<file path="src/rtl/tmr_pkg.sv">
package tmr_pkg;

   // action taken on the compare output when a match occurs
   typedef enum logic [1:0] {
      OM_OFF    = 2'b00,
      OM_TOGGLE = 2'b01,
      OM_CLEAR  = 2'b10,
      OM_SET    = 2'b11
   } out_mode_e;

   // tick source selection
   typedef enum logic [1:0] {
      CS_STOP = 2'b00,
      CS_DIV1 = 2'b01,
      CS_DIVM = 2'b10,
      CS_DIVH = 2'b11
   } clk_sel_e;

   localparam logic [1:0] ADDR_CTRL = 2'd0;
   localparam logic [1:0] ADDR_CLK  = 2'd1;
   localparam logic [1:0] ADDR_CMP  = 2'd2;
   localparam logic [1:0] ADDR_CNT  = 2'd3;

   // waveform code that makes the compare register the wrap point
   localparam logic [1:0] WGM_CTC = 2'b10;

   // control register field positions
   localparam int MODE_LSB = 6;
   localparam int WGM_LSB  = 0;
   localparam int CS_LSB   = 0;

endpackage

</file>
<file path="src/rtl/tmr_prescaler.sv">
module tmr_prescaler
   import tmr_pkg::*;
#(
   parameter int MID_LOG2 = 3,
   parameter int HI_LOG2  = 6,
   parameter bit TAPPED   = 1'b1
) (
   input  logic     clk,
   input  logic     rst_n,
   input  clk_sel_e sel,
   output logic     tick
);

   localparam int PW = HI_LOG2;

   if (MID_LOG2 < 1 || HI_LOG2 <= MID_LOG2) begin : g_bad_div
      $error("tmr_prescaler: need 1 <= MID_LOG2 < HI_LOG2");
   end

   logic [PW-1:0] div_q;

   if (TAPPED) begin : g_tap
      // one free-running counter; both divided rates are taps on it
      always_ff @(posedge clk or negedge rst_n) begin
         if (!rst_n)
            div_q <= '0;
         else if (sel == CS_STOP)
            div_q <= '0;
         else
            div_q <= div_q + 1'b1;
      end

      always_comb begin
         case (sel)
            CS_STOP: tick = 1'b0;
            CS_DIV1: tick = 1'b1;
            CS_DIVM: tick = &div_q[MID_LOG2-1:0];
            default: tick = &div_q;
         endcase
      end
   end else begin : g_lim
      // counter compared against a selected limit and restarted on reach
      localparam logic [PW-1:0] LIM_M = PW'((1 << MID_LOG2) - 1);
      logic [PW-1:0] lim;
      logic          at_lim;

      always_comb begin
         lim    = (sel == CS_DIVM) ? LIM_M : '1;
         at_lim = (div_q >= lim);
         case (sel)
            CS_STOP: tick = 1'b0;
            CS_DIV1: tick = 1'b1;
            default: tick = at_lim;
         endcase
      end

      always_ff @(posedge clk or negedge rst_n) begin
         if (!rst_n)
            div_q <= '0;
         else if (sel == CS_STOP || sel == CS_DIV1 || at_lim)
            div_q <= '0;
         else
            div_q <= div_q + 1'b1;
      end
   end

endmodule

</file>
<file path="src/rtl/tmr_counter.sv">
module tmr_counter #(
   parameter int W = 8
) (
   input  logic         clk,
   input  logic         rst_n,
   input  logic         tick,
   input  logic         ctc,
   input  logic [W-1:0] top_val,
   input  logic         load,
   input  logic [W-1:0] load_val,
   output logic [W-1:0] cnt,
   output logic         match
);

   logic skip_q;
   logic at_top;

   always_comb begin
      at_top = (cnt == top_val);
      match  = tick && !load && !skip_q && at_top;
   end

   always_ff @(posedge clk or negedge rst_n) begin
      if (!rst_n) begin
         cnt    <= '0;
         skip_q <= 1'b0;
      end else if (load) begin
         cnt    <= load_val;
         skip_q <= 1'b1;
      end else if (tick) begin
         skip_q <= 1'b0;
         cnt    <= (ctc && at_top) ? '0 : cnt + 1'b1;
      end
   end

endmodule

</file>
<file path="src/rtl/tmr_cmp_out.sv">
module tmr_cmp_out
   import tmr_pkg::*;
(
   input  logic      clk,
   input  logic      rst_n,
   input  logic      match,
   input  out_mode_e mode,
   input  logic      flag_clr,
   input  logic      port_val,
   input  logic      dir_out,
   output logic      flag,
   output logic      level,
   output logic      ovr,
   output logic      pin_val,
   output logic      pin_oe
);

   always_ff @(posedge clk or negedge rst_n) begin
      if (!rst_n)
         flag <= 1'b0;
      else if (match)
         flag <= 1'b1;
      else if (flag_clr)
         flag <= 1'b0;
   end

   always_ff @(posedge clk or negedge rst_n) begin
      if (!rst_n) begin
         level <= 1'b0;
      end else if (match) begin
         case (mode)
            OM_TOGGLE: level <= ~level;
            OM_CLEAR:  level <= 1'b0;
            OM_SET:    level <= 1'b1;
            default:   level <= level;
         endcase
      end
   end

   always_comb begin
      ovr     = (mode != OM_OFF);
      pin_val = ovr ? level : port_val;
      pin_oe  = dir_out;
   end

endmodule

</file>
<file path="src/rtl/tmr_regs.sv">
module tmr_regs
   import tmr_pkg::*;
#(
   parameter int W = 8
) (
   input  logic         clk,
   input  logic         rst_n,
   input  logic         we,
   input  logic [1:0]   waddr,
   input  logic [W-1:0] wdata,
   input  logic [1:0]   raddr,
   input  logic [W-1:0] cnt_in,
   output out_mode_e    mode,
   output logic [1:0]   wgm,
   output clk_sel_e     cs,
   output logic [W-1:0] cmp,
   output logic         cnt_wr,
   output logic [W-1:0] rdata
);

   always_ff @(posedge clk or negedge rst_n) begin
      if (!rst_n) begin
         mode <= OM_OFF;
         wgm  <= '0;
         cs   <= CS_STOP;
         cmp  <= '0;
      end else if (we) begin
         case (waddr)
            ADDR_CTRL: begin
               mode <= out_mode_e'(wdata[MODE_LSB +: 2]);
               wgm  <= wdata[WGM_LSB +: 2];
            end
            ADDR_CLK: cs  <= clk_sel_e'(wdata[CS_LSB +: 2]);
            ADDR_CMP: cmp <= wdata;
            default: ;
         endcase
      end
   end

   always_comb begin
      cnt_wr = we && (waddr == ADDR_CNT);
      rdata  = '0;
      case (raddr)
         ADDR_CTRL: begin
            rdata[MODE_LSB +: 2] = mode;
            rdata[WGM_LSB +: 2]  = wgm;
         end
         ADDR_CLK: rdata[CS_LSB +: 2] = cs;
         ADDR_CMP: rdata = cmp;
         default:  rdata = cnt_in;
      endcase
   end

endmodule

</file>
<file path="src/rtl/tmr_ctc_timer.sv">
module tmr_ctc_timer
   import tmr_pkg::*;
#(
   parameter int CNT_W        = 8,
   parameter int PRE_MID_LOG2 = 3,
   parameter int PRE_HI_LOG2  = 6,
   parameter bit PRE_TAPPED   = 1'b1
) (
   input  logic             clk,
   input  logic             rst_n,
   input  logic             reg_we,
   input  logic [1:0]       reg_waddr,
   input  logic [CNT_W-1:0] reg_wdata,
   input  logic [1:0]       reg_raddr,
   output logic [CNT_W-1:0] reg_rdata,
   input  logic             flag_clr,
   output logic             cmp_flag,
   output logic             cmp_out,
   output logic             cmp_ovr,
   input  logic             port_val,
   input  logic             dir_out,
   output logic             pin_val,
   output logic             pin_oe
);

   if (CNT_W < 8) begin : g_bad_width
      $error("tmr_ctc_timer: CNT_W must be at least 8 to hold the control fields");
   end

   out_mode_e        mode_q;
   clk_sel_e         cs_q;
   logic [1:0]       wgm_q;
   logic [CNT_W-1:0] cmp_q;
   logic [CNT_W-1:0] cnt_q;
   logic             cnt_wr;
   logic             tick;
   logic             match;
   logic             ctc;

   assign ctc = (wgm_q == WGM_CTC);

   tmr_regs #(.W(CNT_W)) u_regs (
      .clk    (clk),
      .rst_n  (rst_n),
      .we     (reg_we),
      .waddr  (reg_waddr),
      .wdata  (reg_wdata),
      .raddr  (reg_raddr),
      .cnt_in (cnt_q),
      .mode   (mode_q),
      .wgm    (wgm_q),
      .cs     (cs_q),
      .cmp    (cmp_q),
      .cnt_wr (cnt_wr),
      .rdata  (reg_rdata)
   );

   tmr_prescaler #(
      .MID_LOG2 (PRE_MID_LOG2),
      .HI_LOG2  (PRE_HI_LOG2),
      .TAPPED   (PRE_TAPPED)
   ) u_pre (
      .clk   (clk),
      .rst_n (rst_n),
      .sel   (cs_q),
      .tick  (tick)
   );

   tmr_counter #(.W(CNT_W)) u_cnt (
      .clk      (clk),
      .rst_n    (rst_n),
      .tick     (tick),
      .ctc      (ctc),
      .top_val  (cmp_q),
      .load     (cnt_wr),
      .load_val (reg_wdata),
      .cnt      (cnt_q),
      .match    (match)
   );

   tmr_cmp_out u_out (
      .clk      (clk),
      .rst_n    (rst_n),
      .match    (match),
      .mode     (mode_q),
      .flag_clr (flag_clr),
      .port_val (port_val),
      .dir_out  (dir_out),
      .flag     (cmp_flag),
      .level    (cmp_out),
      .ovr      (cmp_ovr),
      .pin_val  (pin_val),
      .pin_oe   (pin_oe)
   );

endmodule

</file>
<file path="config.mk">
export PLATFORM = sky130hd
export DESIGN_NAME = tmr_ctc_timer
export DESIGN_NICKNAME = d
export VERILOG_FILES = /design/src/rtl/tmr_pkg.sv /design/src/rtl/tmr_prescaler.sv /design/src/rtl/tmr_counter.sv /design/src/rtl/tmr_cmp_out.sv /design/src/rtl/tmr_regs.sv /design/src/rtl/tmr_ctc_timer.sv
export SDC_FILE = /design/constraint.sdc
export NUM_CORES = 1
export LEC_CHECK = 0
export ABC_AREA = 1
export ABC_CLOCK_PERIOD_IN_PS = 1700
export BUFFER_PORTS_ARGS = -buffer_cell sky130_fd_sc_hd__buf_2
export CORE_MARGIN = 2
export CORE_UTILIZATION = 50
export DETAILED_ROUTE_END_ITERATION = 8
export GPL_ROUTABILITY_DRIVEN = 0
export PLACE_DENSITY = 0.75
export SYNTH_ARGS = -nofsm -noshare
export SYNTH_HDL_FRONTEND = slang
export SYNTH_HIERARCHICAL = 1
export SYNTH_SLANG_ARGS = --single-unit
</file>
<file path="constraint.sdc">
create_clock -name clk -period 1.7 [get_ports clk]
set_input_delay 0.425 -clock clk [delete_from_list [all_inputs] [get_ports clk]]
set_output_delay 0.425 -clock clk [all_outputs]
set_load 0.01 [all_outputs]
</file>
# == Yosys cells after proc, flatten, opt, wreduce, memory -nomap -nowiden ==
# Index checks and enable logic that the tools add are counted.
# op_classes
n_addsub,2
eq_ne,12
mux,14
bitwise,1
reduce_logical,21
# op_table
op,count
two-way mux 8 bit,3
== test 2 bit (second input constant),7
case mux 2 bit (3 select lines),2
adder 8 x 1 -> 8 bit (second input constant),1
== test 2 x 1 -> 1 bit (second input constant),4
== test 8 bit,1
case mux 4 bit (2 select lines),1
AND reduction 2 bit,4
adder 6 x 1 -> 6 bit (second input constant),1
zero test 2 bit,3
two-way mux 6 bit,1
case mux 1 bit (3 select lines),2
AND reduction 6 bit,1
nonzero test 2 bit,3
logical AND 1 bit,5
two-way mux 1 bit,5
AND reduction 3 bit,1
nonzero test 3 bit,1
zero test 1 bit,2
OR reduction 2 bit,1
NOT 1 bit,1
# totals
ff_bits,31
in_bits,18
output_inout_bits,13
elab_cells,59

# == Logic depth before layout (Yosys ltp) ==
# depth
depth_word,7
depth_mapped,12
mapped_depth_nobuf,12

# == Cells and area by module ==
# Netlist, hierarchy kept.
# by_module_without_submodules
module,n_inst,cells_per_inst,area_each_um2,seq_area_each_um2
tmr_regs,1,95,742.0,350.3
tmr_counter,1,95,698.2,225.2
tmr_prescaler,1,41,335.3,150.1
tmr_cmp_out,1,16,115.1,50.0
tmr_ctc_timer,1,2,10.0,0.0

# == Least setup slack after synthesis ==
# No wires, ideal clock.
# synth_path
path_kind,register to register
start,reg u_pre.div_q[0]
end,reg u_out.level
setup_time_ps,117
arrival_ps,1584
required_ps,1583
slack_ps,-1
path_stages_with_launch,12
n_path_buf,0
synth_period_minus_slack_ps,1701
path_cell_list,dfrtp_1 ha_1 ha_1 a21oi_1 nor2_1 inv_1 nor2_8 nand2_1 nor2_1 o21ai_0 nand2_1 nand2_1
# synth_via
elab_chain_cells,6
elab_cells_between_ends,7
cone_classes,1 x mux; 6 x reduce/logical
# synth_lines
element,line,rtl
"start, declared",tmr_prescaler.sv:20,logic [PW-1:0] div_q;
"start signal, assigned",tmr_prescaler.sv:30,div_q <= div_q + 1'b1;
AND reduction 6 bit / AND reduction 3 bit (equally long branches),"tmr_prescaler.sv:38, tmr_prescaler.sv:37",
case mux 1 bit (3 select lines) (*),tmr_prescaler.sv:34,case (sel)
net tick,tmr_ctc_timer.sv:36,logic tick;
logical AND 1 bit (*) (3 in a row),tmr_counter.sv:20,match = tick && !load && !skip_q && at_top;
net match,tmr_ctc_timer.sv:37,logic match;
AND reduction 2 bit (no line) (*),--,
"end signal, assigned",tmr_cmp_out.sv:32,OM_TOGGLE: level <= ~level;
"end signal, assigned",tmr_cmp_out.sv:35,default: level <= level;
"end, declared",tmr_cmp_out.sv:12,"output logic level,"
# Mark *: on every way through the listed nets, which the timed path passes. The rest lies on a longest branch.
# A chain may end at the register's enable or synchronous reset.

# == Worst setup path after layout ==
# layout_path
start,reg u_pre.div_q[1]
end,reg u_cnt.cnt[5]
# layout_via
elab_chain_cells,3
elab_cells_between_ends,4
cone_classes,1 x mux; 3 x reduce/logical
# layout_lines
element,line,rtl
AND reduction 6 bit / AND reduction 3 bit (equally long branches),"tmr_prescaler.sv:38, tmr_prescaler.sv:37",
case mux 1 bit (3 select lines) (*),tmr_prescaler.sv:34,
net tick,tmr_ctc_timer.sv:36,
nonzero test 2 bit (no line) (*),--,
"end signal, assigned",tmr_counter.sv:28,cnt <= load_val;
"end signal, assigned",tmr_counter.sv:32,cnt <= (ctc && at_top) ? '0 : cnt + 1'b1;
"end, declared",tmr_counter.sv:11,"output logic [W-1:0] cnt,"
# Marked as above.

==> flow_summary.json <==
{
  "portBuffers": 28,
  "wl_um": 4090,
  "crit_buf_inv": 3,
  "grt_start_max_net_pins": 18,
  "r2r_start": "u_pre/div_q[1]",
  "root_buffer": "clkbuf_8",
  "dr.pass1.iters": 4,
  "max_stage_delay_ns": 0.35,
  "drc": 0,
  "finalNetCount": 314,
  "fin_crit_sh": 0.950,
  "dieWidth_um": 65.7,
  "synth_area_um2": 1900,
  "grt_pass1_wl_um": 6670,
  "critical_path_arrival_ns": 1.84,
  "crit_chain": "ha_2 -> nand3_2 -> nor2_1 -> nor2_1 -> nor2_2 -> inv_2 -> nor2_8 -> buf_6 -> buf_4 -> nand3_1 -> nand2_1",
  "cpLargestDelayFamily": "simple AND/OR/NAND/NOR gates",
  "relSlewSlack": 0.750,
  "fin_crit_ns": 1.62,
  "cts_buffers": 5,
  "outcome": "complete, no violations",
  "grt-ovfl-total": 0,
  "antenna_found_initial": 0,
  "regToRegSetupSlack_ns": 0.08,
  "n_antenna_cell": 0,
  "clk_path_buf_depth": 2,
  "vias_per_cell": 4.96,
  "seqCellArea_um2": 776,
  "htreeDepth": 2,
  "hold_violations": 0,
  "dp_hpwl_um": 2990,
  "hold_path.class": "in2async",
  "clk_latency_ns": 0.28,
  "endpoint_kind": "flop",
  "reg2reg_depth": 11,
  "ant_nets": 0,
  "reg2reg_to": "u_cnt/cnt[5]",
  "critical_path_class": "reg2reg",
  "path_clk_slew_ns": 0.06,
  "area_delta_synth_final_pct": 23.5,
  "worst_pin_slew_ns": 0.375,
  "startpoint_type": "flop",
  "rows": 22,
  "core-area_um2": 3660,
  "fp.dieArea_um2": 4310,
  "slew_viol_final": 0,
  "wl_per_cell_um": 11.9,
  "cp_max_fo": 4,
  "drive_gt1_frac": 0.296,
  "finalSetupViolCount": 0,
  "start_util": 0.519,
  "timing.fmax_mhz": 619,
  "track_usage": 0.208,
  "cts_tree": "yes",
  "syn_nets": 270,
  "cp.required_ns": 1.93,
  "yosys_warnings": 6,
  "final_util": 0.641,
  "die_h_um": 65.7,
  "maxCapViolations": 0,
  "dr_total_vias": 1695,
  "synth_seq_cells": 31,
  "skew_ns": 0.00529,
  "ir_worst_vdd_mv": 0.650,
  "leakage_nw": 1.22,
  "p_per_area_nw_per_um2": 1180,
  "syn_avg_cell_area_um2": 7.63,
  "yosysUniqueCellTypes": 27,
  "syn_inst": 249,
  "setup_tns_ns": 0,
  "cp_slowest_cell": "dfrtp_1",
  "rsz0062_at_grt": "true",
  "fillCellCount": 337,
  "crit_top_cell": "nor2_1",
  "multi_input_area_um2": 993,
  "cts_sinks": 31,
  "grt_pass1_vias": 1525,
  "ioPinCount": 31,
  "yosysSeqAreaShare": 0.408,
  "drt-initial-drc-count": 93
}
repair_timing:
action / 4_1_cts / 5_1_grt
hold buffers: 0 / 0
endpoints found under the setup margin: 1 / 10
buffers inserted: 0 / 4
pin swaps: 0 / 4
resized for setup: 1 / 12
cloned: 0 / 0
worst register-to-register path, stage by stage, from the launching register on:
cell     delay [ns]
dfrtp_1        0.35
ha_2           0.22
nand3_2        0.09
nor2_1         0.12
nor2_1         0.06
nor2_2         0.15
inv_2          0.09
nor2_8         0.10
buf_6          0.13
buf_4          0.12
nand3_1        0.08
nand2_1        0.06
power breakdown:
| group | internal (mW) | switching [mW] |
|---|---|---|
| Clock | 0.369 | 0.257 |
| Combinational | 0.451 | 0.526 |
| Sequential | 0.911 | 0.249 |
cells in the mapped netlist:
cell / instances / area share
nand2_1: 82 / 0.16
inv_1: 34 / 0.067
dfrtp_1: 31 / 0.41
nand3_1: 21 / 0.055
nor2_1: 16 / 0.032
a22oi_1: 8 / 0.032
o21ai_2: 8 / 0.037
o21ai_0: 7 / 0.018
xnor2_1: 7 / 0.032
nor2_2: 6 / 0.020
ha_1: 3 / 0.020
nand2_2: 3 / 0.0099
nand3_2: 3 / 0.016
nor2_4: 3 / 0.018
buf_2: 2 / 0.0053
inv_2: 2 / 0.0040
nand4_1: 2 / 0.0066
o21bai_1: 2 / 0.0079
a21oi_1: 1 / 0.0026
a21oi_2: 1 / 0.0046
buf_4: 1 / 0.0040
buf_6: 1 / 0.0059
clkinv_1: 1 / 0.0020
nand3_4: 1 / 0.0092
nor2_8: 1 / 0.011
nor3b_2: 1 / 0.0066
xor2_1: 1 / 0.0046
cell type report:
type	count	share of cell area
clock buffer	8	0.0426
inverter	37	0.0592
multi-input combinational	177	0.423
sequential	31	0.330
tap	48	0.0256
timing repair buffer	41	0.119
cell usage in the layout (no fill, tap or decap), drive strengths merged:
cell type	count
xor2	1
o21ai	15
o21bai	2
clkbuf	8
a21oi	2
ha	3
dfrtp	31
nor2	26
clkinv	1
nor3b	1
a22oi	8
nand3	25
buf	41
xnor2	7
nand4	2
nand2	85
inv	36
through the flow:
| step | cell area [um2] | setup WS, ns | power, mW | cells | hold slack, ns |
|---|---|---|---|---|---|
| 2_1_floorplan | 1900 | 0.00541 | 1.77 | 249 | 0.129 |
| 5_1_grt | 2350 | -0.0259 | 2.97 | 342 | 0.0709 |
| 4_1_cts | 2270 | 0.0536 | 2.70 | 338 | 0.0601 |
| 3_5_place_dp | 2160 | -0.000964 | 2.07 | 330 | 0.365 |
| 6_report | 2350 | 0.0842 | 2.76 | 342 | 0.0500 |
| 3_3_place_gp | 2160 | 0.0549 | 2.03 | 330 | 0.364 |
worst max-delay path by stage:
stage                              start           end  slack, ns  depth (start not counted)
after floorplan           u_pre/div_q[0]   u_out/level      0.005                         12
after global placement    u_pre/div_q[0]   u_out/level       0.05                         12
after detailed placement  u_pre/div_q[1]   u_out/level     -0.001                         12
after CTS                 u_pre/div_q[0]  u_cnt/cnt[4]       0.05                         11
after global routing      u_pre/div_q[1]   u_out/level      -0.03                         12
final                     u_pre/div_q[1]  u_cnt/cnt[5]       0.08                         11
cells by family after synthesis:
family	share of synthesized area
buf+inv	0.0882
compound gates	0.102
simple gates	0.345
flops	0.408
xor+xnor	0.0369
fa+ha+maj	0.0198
registers in the layout, indices dropped and copies added, names as in the netlist:
register and cells:
u_cnt/cnt 8, u_regs/wgm 2, u_out/flag 1, u_regs/mode 2, u_pre/div_q 6, u_regs/cmp 8
u_regs/cs 2, u_out/level 1, u_cnt/skip_q 1
layer usage:
| layer | GRT usage | routed length, um |
|---|---|---|
| met2 | 0.340 | 2060 |
| met5 | 0 | 0 |
| met3 | 0.0531 | 160 |
| met4 | 0.0781 | 58 |
| met1 | 0.265 | 1810 |
Power figures use the tool's default switching activity.
